### config.mk
export PLATFORM = sky130hd
export DESIGN_NAME = dual_cmp_timer
export DESIGN_NICKNAME = d
export VERILOG_FILES = /design/src/rtl/tmr_pkg.sv /design/src/rtl/tmr_counter.sv /design/src/rtl/tmr_cmp_chan.sv /design/src/rtl/dual_cmp_timer.sv
export SDC_FILE = /design/constraint.sdc
export NUM_CORES = 1
export LEC_CHECK = 0
export ABC_AREA = 1
export BUFFER_PORTS_ARGS = -buffer_cell sky130_fd_sc_hd__buf_4
export CORE_MARGIN = 1.5
export CORE_UTILIZATION = 51
export CTS_CLUSTER_SIZE = 20
export DETAILED_ROUTE_END_ITERATION = 10
export PLACE_DENSITY = 0.78
export SLEW_MARGIN = 20
export SYNTH_ARGS = -nofsm -noshare
export SYNTH_HDL_FRONTEND = slang
export SYNTH_SLANG_ARGS = --single-unit
### constraint.sdc
create_clock -name clk_i -period 1.1 [get_ports clk_i]
set_input_delay 0.055 -clock clk_i [delete_from_list [all_inputs] [get_ports clk_i]]
set_output_delay 0.055 -clock clk_i [all_outputs]
set_load 0.01 [all_outputs]
### src/rtl/tmr_pkg.sv
package tmr_pkg;
  localparam int unsigned TMR_N_CH = 2;
  localparam int unsigned TMR_AW   = 3;
  localparam logic [TMR_AW-1:0] A_CNT  = TMR_AW'(0);
  localparam logic [TMR_AW-1:0] A_CMP0 = TMR_AW'(1);
  localparam logic [TMR_AW-1:0] A_FLAG = TMR_AW'(TMR_N_CH + 1);
  localparam logic [TMR_AW-1:0] A_TGL  = TMR_AW'(TMR_N_CH + 2);
endpackage

### src/rtl/tmr_counter.sv
module tmr_counter #(
  parameter int unsigned W = 8
) (
  input  logic         clk_i,
  input  logic         rst_ni,
  input  logic         tick_i,
  input  logic         wr_i,
  input  logic [W-1:0] wdata_i,
  output logic [W-1:0] cnt_o,
  output logic         blocked_o,
  output logic         eval_o,
  output logic         wrap_o
);
  logic [W-1:0] cnt_q;
  logic         block_q;
  logic         step;

  assign step = tick_i & ~wr_i;  // write wins over a tick

  always_ff @(posedge clk_i or negedge rst_ni) begin
    if (!rst_ni) begin
      cnt_q   <= '0;
      block_q <= 1'b0;
    end else begin
      if (wr_i)      cnt_q <= wdata_i;
      else if (step) cnt_q <= cnt_q + 1'b1;
      if (wr_i)      block_q <= 1'b1;
      else if (step) block_q <= 1'b0;
    end
  end

  assign cnt_o     = cnt_q;
  assign blocked_o = block_q;
  assign eval_o    = step & ~block_q;
  assign wrap_o    = step & (cnt_q == {W{1'b1}});


  cnt_step_chk: assert property (@(posedge clk_i) disable iff (!rst_ni)
    (tick_i && !wr_i) |=> (cnt_q == W'($past(cnt_q) + 1'b1)));

  cnt_load_chk: assert property (@(posedge clk_i) disable iff (!rst_ni)
    wr_i |=> (cnt_q == $past(wdata_i)));
endmodule

### src/rtl/tmr_cmp_chan.sv
module tmr_cmp_chan #(
  parameter int unsigned W = 8
) (
  input  logic         clk_i,
  input  logic         rst_ni,
  input  logic         wr_cmp_i,
  input  logic [W-1:0] wdata_i,
  input  logic [W-1:0] cnt_i,
  input  logic         eval_i,
  input  logic         tgl_en_i,
  input  logic         clr_i,
  output logic [W-1:0] cmp_o,
  output logic         flag_o,
  output logic         wave_o
);
  logic [W-1:0] cmp_q;
  logic         flag_q, wave_q, hit;

  assign hit = eval_i & (cnt_i == cmp_q);

  always_ff @(posedge clk_i or negedge rst_ni) begin
    if (!rst_ni) begin
      cmp_q  <= '0;
      flag_q <= 1'b0;
      wave_q <= 1'b0;
    end else begin
      if (wr_cmp_i) cmp_q <= wdata_i;
      if (hit)        flag_q <= 1'b1;  // set beats clear
      else if (clr_i) flag_q <= 1'b0;
      if (hit && tgl_en_i) wave_q <= ~wave_q;
    end
  end

  assign cmp_o  = cmp_q;
  assign flag_o = flag_q;
  assign wave_o = wave_q;


  wave_hold_chk: assert property (@(posedge clk_i) disable iff (!rst_ni)
    !tgl_en_i |=> $stable(wave_q));

  flag_src_chk: assert property (@(posedge clk_i) disable iff (!rst_ni)
    $rose(flag_q) |-> $past(eval_i));
endmodule

### src/rtl/dual_cmp_timer.sv
module dual_cmp_timer
  import tmr_pkg::*;
#(
  parameter int unsigned CNT_W = 8
) (
  input  logic                clk_i,
  input  logic                rst_ni,
  input  logic                tick_i,
  input  logic                wr_en_i,
  input  logic [TMR_AW-1:0]   addr_i,
  input  logic [CNT_W-1:0]    wdata_i,
  output logic [CNT_W-1:0]    rdata_o,
  output logic [TMR_N_CH-1:0] irq_o,
  output logic                irq_ovf_o,
  output logic [TMR_N_CH-1:0] wave_o
);
  localparam int unsigned OVF_BIT = TMR_N_CH;

  logic [CNT_W-1:0]    cnt;
  logic [CNT_W-1:0]    cmp [TMR_N_CH];
  logic                blocked, eval, wrap, wr_cnt, wr_flag, wr_tgl;
  logic [TMR_N_CH-1:0] tgl_en_q;
  logic                ovf_q;

  assign wr_cnt  = wr_en_i && (addr_i == A_CNT);
  assign wr_flag = wr_en_i && (addr_i == A_FLAG);
  assign wr_tgl  = wr_en_i && (addr_i == A_TGL);

  tmr_counter #(.W(CNT_W)) u_cnt (
    .clk_i, .rst_ni, .tick_i,
    .wr_i(wr_cnt), .wdata_i,
    .cnt_o(cnt), .blocked_o(blocked), .eval_o(eval), .wrap_o(wrap)
  );

  for (genvar g = 0; g < TMR_N_CH; g++) begin : g_ch
    tmr_cmp_chan #(.W(CNT_W)) u_ch (
      .clk_i, .rst_ni,
      .wr_cmp_i(wr_en_i && (addr_i == TMR_AW'(A_CMP0 + g))),
      .wdata_i,
      .cnt_i(cnt),
      .eval_i(eval),
      .tgl_en_i(tgl_en_q[g]),
      .clr_i(wr_flag && wdata_i[g]),
      .cmp_o(cmp[g]),
      .flag_o(irq_o[g]),
      .wave_o(wave_o[g])
    );
  end

  always_ff @(posedge clk_i or negedge rst_ni) begin
    if (!rst_ni) begin
      tgl_en_q <= '0;
      ovf_q    <= 1'b0;
    end else begin
      if (wr_tgl) tgl_en_q <= wdata_i[TMR_N_CH-1:0];
      if (wrap)                            ovf_q <= 1'b1;
      else if (wr_flag && wdata_i[OVF_BIT]) ovf_q <= 1'b0;
    end
  end

  assign irq_ovf_o = ovf_q;

  always_comb begin
    rdata_o = '0;
    if (addr_i == A_CNT) rdata_o = cnt;
    for (int i = 0; i < TMR_N_CH; i++)
      if (addr_i == TMR_AW'(A_CMP0 + i)) rdata_o = cmp[i];
    if (addr_i == A_FLAG) rdata_o[OVF_BIT:0] = {ovf_q, irq_o};
    if (addr_i == A_TGL)  rdata_o[TMR_N_CH-1:0] = tgl_en_q;
  end


  blk_wave_chk: assert property (@(posedge clk_i) disable iff (!rst_ni)
    (tick_i && blocked && !wr_cnt) |=> $stable(wave_o));

  ovf_src_chk: assert property (@(posedge clk_i) disable iff (!rst_ni)
    $rose(ovf_q) |-> $past(tick_i && !wr_cnt));
endmodule

# Word-level counts from Yosys, hierarchy flattened
# Cells that the tools add are included.
dict set report word_totals {
  regBits 32
  in_bits 15
  output_inout_bits 13
  word_cells 57
}
dict set report classes {
  add_sub_neg 1
  eq_ne 7
  mux 15
  bitwise_logic 9
  reduce_logical 15
}
# op count
set op_table {}
lappend op_table {{8-bit 2-to-1 mux} 5}
lappend op_table {{8-bit equality test} 2}
lappend op_table {{1-bit logical AND} 10}
lappend op_table {{8-bit by 1-bit adder with 8-bit output (second input constant)} 1}
lappend op_table {{8-bit equality test (second input constant)} 1}
lappend op_table {{1-bit 2-to-1 mux} 8}
lappend op_table {{2-bit nonzero test} 4}
lappend op_table {{3-bit by 2-bit equality test with 1-bit output (second input constant)} 2}
lappend op_table {{1-bit bitwise AND} 5}
lappend op_table {{1-bit NOT} 4}
lappend op_table {{3-bit by 1-bit equality test with 1-bit output (second input constant)} 1}
lappend op_table {{3-bit equality test (second input constant)} 1}
lappend op_table {{3-bit logical NOT} 1}
lappend op_table {{3-bit 2-to-1 mux} 1}
lappend op_table {{2-bit 2-to-1 mux} 1}

# Logic depth before layout (Yosys ltp)
dict set report depth {
  ltp_word 7
  ltp_mapped 9
  ltp_nobuf 9
}

# Modules after synthesis
# From an unflattened synthesis, not the netlist that was laid out.
dict set report unflattened {
  hier_cells 286
  area_unflattened_um2 2029.4
}
# mod n_inst cells_each area_per_inst_um2 seq_area_each_um2
set modules_own_cells {}
lappend modules_own_cells {tmr_cmp_chan 2 70 525.5 250.2}
lappend modules_own_cells {tmr_counter 1 71 570.5 225.2}
lappend modules_own_cells {dual_cmp_timer 1 75 407.9 75.1}

# Worst setup path before layout
# Ideal clock, no wire load.
dict set report synth_path {
  path_kind {register to register}
  start {reg u_cnt.cnt_q[0], in the netlist u_cnt.cnt_o[0]}
  end {reg u_cnt.cnt_q[6], in the netlist u_cnt.cnt_o[6]}
  setup_ns 0.127
  arrival_ns 1.103
  t_required_ns 0.973
  slack_ns -0.130
  path_stages_with_launch 8
  path_buffers 0
  synth_period_minus_slack_ns 1.230
  cell_sequence {dfrtp_1 ha_1 nand3_1 nor2_1 nand2_1 xor2_1 nand2_1 o21ai_0}
}
dict set report synth_between {
  elab_chain_len 3
}
# element line_no
set synth_rtl {}
lappend synth_rtl {{start, declared} tmr_counter.sv:14} ;# logic [W-1:0] cnt_q;
lappend synth_rtl {{start signal, assigned} tmr_counter.sv:25} ;# if (wr_i) cnt_q <= wdata_i;
lappend synth_rtl {{start signal, assigned} tmr_counter.sv:26} ;# else if (step) cnt_q <= cnt_q + 1'b1;
lappend synth_rtl {{8-bit by 1-bit adder with 8-bit output} tmr_counter.sv:26}
lappend synth_rtl {{8-bit 2-to-1 mux} tmr_counter.sv:26}
lappend synth_rtl {{8-bit 2-to-1 mux} tmr_counter.sv:25}
# Every way passes these cells. The select of a mux whose other input is x is not followed.
# A chain may end at the register's enable or synchronous reset.

# Final worst setup path
dict set report layout_path {
  start {reg u_cnt.cnt_q[0], in the netlist u_cnt.cnt_o[0]}
  end {out rdata_o[0]}
}
dict set report layout_between {
  elab_chain_len 5
}
# element line_no
set layout_rtl {}
lappend layout_rtl {{8-bit 2-to-1 mux} dual_cmp_timer.sv:65} ;# if (addr_i == A_CNT) rdata_o = cnt;
lappend layout_rtl {{8-bit 2-to-1 mux (2 in a row)} dual_cmp_timer.sv:67} ;# if (addr_i == TMR_AW'(A_CMP0 + i)) rdata_o = cmp[i];
lappend layout_rtl {{3-bit 2-to-1 mux} dual_cmp_timer.sv:68} ;# if (addr_i == A_FLAG) rdata_o[OVF_BIT:0] = {ovf_q, irq_o};
lappend layout_rtl {{2-bit 2-to-1 mux} dual_cmp_timer.sv:69} ;# if (addr_i == A_TGL) rdata_o[TMR_N_CH-1:0] = tgl_en_q;
lappend layout_rtl {{end, declared} dual_cmp_timer.sv:12} ;# output logic [CNT_W-1:0] rdata_o,
# Every way passes these cells.

==> impl_results.md <==
- DRT antenna net count: 0
- Core Box Area: 3661 um2
- Skew-Pair Late Insertion Delay: between 0.2 and 0.3 ns
- Clock power frac: 0.187
- Seq/Total Area, Yosys: 0.4148
- CP max stage delay: 0.44 ns
- Row count: 22
- Logic pwr share: 0.459
- Status: finished, violations left
- Area after DPL: 2359 um2
- Power per Cell Area: approximately 1900 nW/um2
- Switch share: 0.3691
- Total GRT Usage: 0.2642
- Cell variety after synth: 29
- Synthesized Nets: between 200 and 300
- Area occupied by multi-input gates: 1028 um2
- Overall power: 0.005147 W
- Min Tclk post-route: 1.318 ns
- CP Cell Sequence: inv_2 -> o21ai_1 -> a21oi_1 -> nand3_1 -> buf_4
- Worst VDD drop: 1.048 mV
- Post-synthesis mux area share: 0
- MaxCap Viol Count: 0
- Adder-cell area share of the yosys netlist: 0.006481
- Final setup fails: 19
- CP Max Fanout: 4
- Pint: 0.003247 W
- Switching Power: 0.001900 W
- Clock Path Buffers: 2
- RSZ-0062 raised after global routing: yes
- Mean routed wirelength per cell: 14.37 um
- Slowest stage cell, crit path: dfrtp_2
- Leakage: 1.364 nW
- WP data arrival: 1.26 ns
- Largest net degree at the start of global routing: 33
- CTS root buf: clkbuf_8
- CTS tree: done
- Worst clock skew: roughly 0.0047 ns
- XOR/XNOR Fraction of Synth Area: 0.05898
- Crit. End Element: output port
- F_max: 758.6 MHz
- # DRC: 0
- Share of post-route cells with drive strength above 1: 0.4043
- Setup WS post-layout: -0.2182 ns
- Placement Setup Slack: -0.1627 ns
- Initial DRC count: 196
- Antenna violations before repair: 0
- TritonCTS buffer count: 5
- Die area: 4163 um2
- Worst min path class: input pin to flop
- Final Cycle Share: 1.198
- Total global routing overflow: 0
- Final hold violations: 0
- Number of vias per cell: 5.146
- Max-slew violation count: 0
- IO Pins: 28
- Gp weighted congestion: 0.8465
- Relative slew slack: 0.7033
- Vias: 1,940
- Sink Count: 32
- Setup Total Neg Slack: -2.707 ns
- Sequential Power Share: 0.355
- Yosys warning count: 0
- Initial core utilization: 0.5273
- Type of the worst setup path: flop to output port
- Drt pass-1 iters: 4
- CTS clk-pin slew, worst paths: 0.06 ns
- WP data required: 1.04 ns
- Main combinational cell family by area after synthesis: simple AND/OR/NAND/NOR gates
- Worst slew pin tran: 0.4438 ns
- Utilization after layout: 0.7444
- Final Instance Area: 2725 um2
- Filler instances: between 200 and 300
- Mapped Cells: 255
- Mapped cell area: 1931 um2
- Dpl hpwl: 3424 um
- Final nets: between 300 and 400
- Horiz. Die Dim: between 60 and 70 um
- Synthesis-to-finish area growth: 41.15%
- Startpoint class of the critical path: flop
- Failing checks: negative setup slack
- Final WL: 5418 um
- Vias in the first global route: 1,799
- DIE HEIGHT: 64.53 um
- Synth Area in Simple Gates: 0.2683
- Reg area: approximately 800 um2
- Global-route wire length before repair: between 8000 and 9000 um
- Seq cells post-synth: 32
- Syn_area_per_cell: 7.571 um2
- H-tree Lvls: 2
- Diodes inserted: 0
- IO Port Bufs: 27
- Synth Area in Compound Gates: 0.1465
-- synth_stat cells, drive strengths merged --
cell type	count	area, um2
a21oi	6	30.03
a22oi	1	7.510
buf	9	67.56
dfrtp	32	800.8
ha	1	12.51
inv	36	135.1
nand2	85	331.6
nand3	14	75.07
nand4	2	12.51
nor2	16	67.57
nor3	4	31.28
o211ai	3	22.52
o21ai	24	150.1
o221ai	5	43.79
o22ai	2	12.51
o2bb2ai	1	8.760
o31ai	1	7.510
xnor2	9	78.83
xor2	4	35.03
-- routing by layer --
metal / vias to the layer above / routed length, um / GRT usage
li1: 961 / - / -
met1: 890 / 2282 / 0.3430
met2: 74 / 2670 / 0.4167
met3: 15 / 304 / 0.06250
met4: 0 / 159 / 0.1250
met5: - / 0 / 0
-- cells by family (layout without fill, tap and decap cells) --
| family | after synthesis | after routing |
|---|---|---|
| and+or+nand+nor | 121 | 121 |
| buffers and inverters | 45 | 119 |
| AOI/OAI and AO/OA | 43 | 43 |
| DFF | 32 | 32 |
| xor gates and xnor gates | 13 | 13 |
| adders and majority gates | 1 | 1 |
-- sequential cells by signal, summed over array words and instances (netlist names) --
signal            count
u_cnt.cnt_o           8
tgl_en_q              2
g_ch.u_ch.cmp_o      16
g_ch.u_ch.flag_o      2
irq_ovf_o             1
u_cnt.blocked_o       1
g_ch.u_ch.wave_o      2
-- placed cells by master, fill, tap and decap left out, drive strengths merged --
cell type / n
a21oi: 6
a22oi: 1
buf: 73
clkbuf: 8
dfrtp: 32
dlygate4sd3: 2
ha: 1
inv: 36
nand2: 85
nand3: 14
nand4: 2
nor2: 16
nor3: 4
o211ai: 3
o21ai: 24
o221ai: 5
o22ai: 2
o2bb2ai: 1
o31ai: 1
xnor2: 9
xor2: 4
-- power groups by stage --
stage,Combinational [W],Clock (W),Sequential (W)
2_1_floorplan,0.00118,0,0.00172
3_5_place_dp,0.00178,0,0.00182
4_1_cts,0.00207,0.000983,0.00180
5_1_grt,0.00259,0.00103,0.00186
3_3_place_gp,0.00174,0,0.00180
6_report,0.00236,0.000960,0.00183
-- cell type report --
cell class                 count  area share
multi-input combinational    178      0.3774
clock buffer                   8     0.03306
tap                           48     0.02204
sequential                    32      0.2952
inverter                      36     0.05142
timing repair buffer          75      0.2208
-- metrics by stage --
step                      hold slack [ns]  cells
after CTS                         0.01234    370
after floorplan                   -0.2406    255
after global placement            0.02267    350
after detailed placement          0.01941    350
final                             0.02259    377
after global routing              0.04899    377
-- worst max-delay path: cells and delay by family, from the launching register on --
kind            cells  cell delay (ns)
flops               1             0.44
simple gates        1             0.08
compound gates      2             0.21
buf+inv             2             0.24
-- worst paths after layout --
path	from	to	slack, ns	cells past startpoint
max reg2reg	u_cnt.cnt_o[1]$_DFFE_PN0P_	u_cnt.cnt_o[6]$_DFFE_PN0P_	-0.20	7
max in group asynchronous	rst_ni	u_cnt.cnt_o[0]$_DFFE_PN0P_	0.54	2
max	u_cnt.cnt_o[0]$_DFFE_PN0P_	rdata_o[0]	-0.22	5
min reg2reg	g_ch[0].u_ch.wave_o$_DFFE_PN0P_	g_ch[0].u_ch.wave_o$_DFFE_PN0P_	0.52	2
min	wdata_i[5]	u_cnt.cnt_o[5]$_DFFE_PN0P_	0.02	3
min in group asynchronous	rst_ni	g_ch[0].u_ch.cmp_o[2]$_DFFE_PN0P_	0.24	2
-- what timing repair did --
item,in CTS,in global routing
hold buffers,2,0
setup buffers,10,7
endpoints found under the hold margin,33,0
resized for setup,19,24
setup endpoints to repair,19,20
pin swaps,15,15
Power figures use the tool's default switching activity.
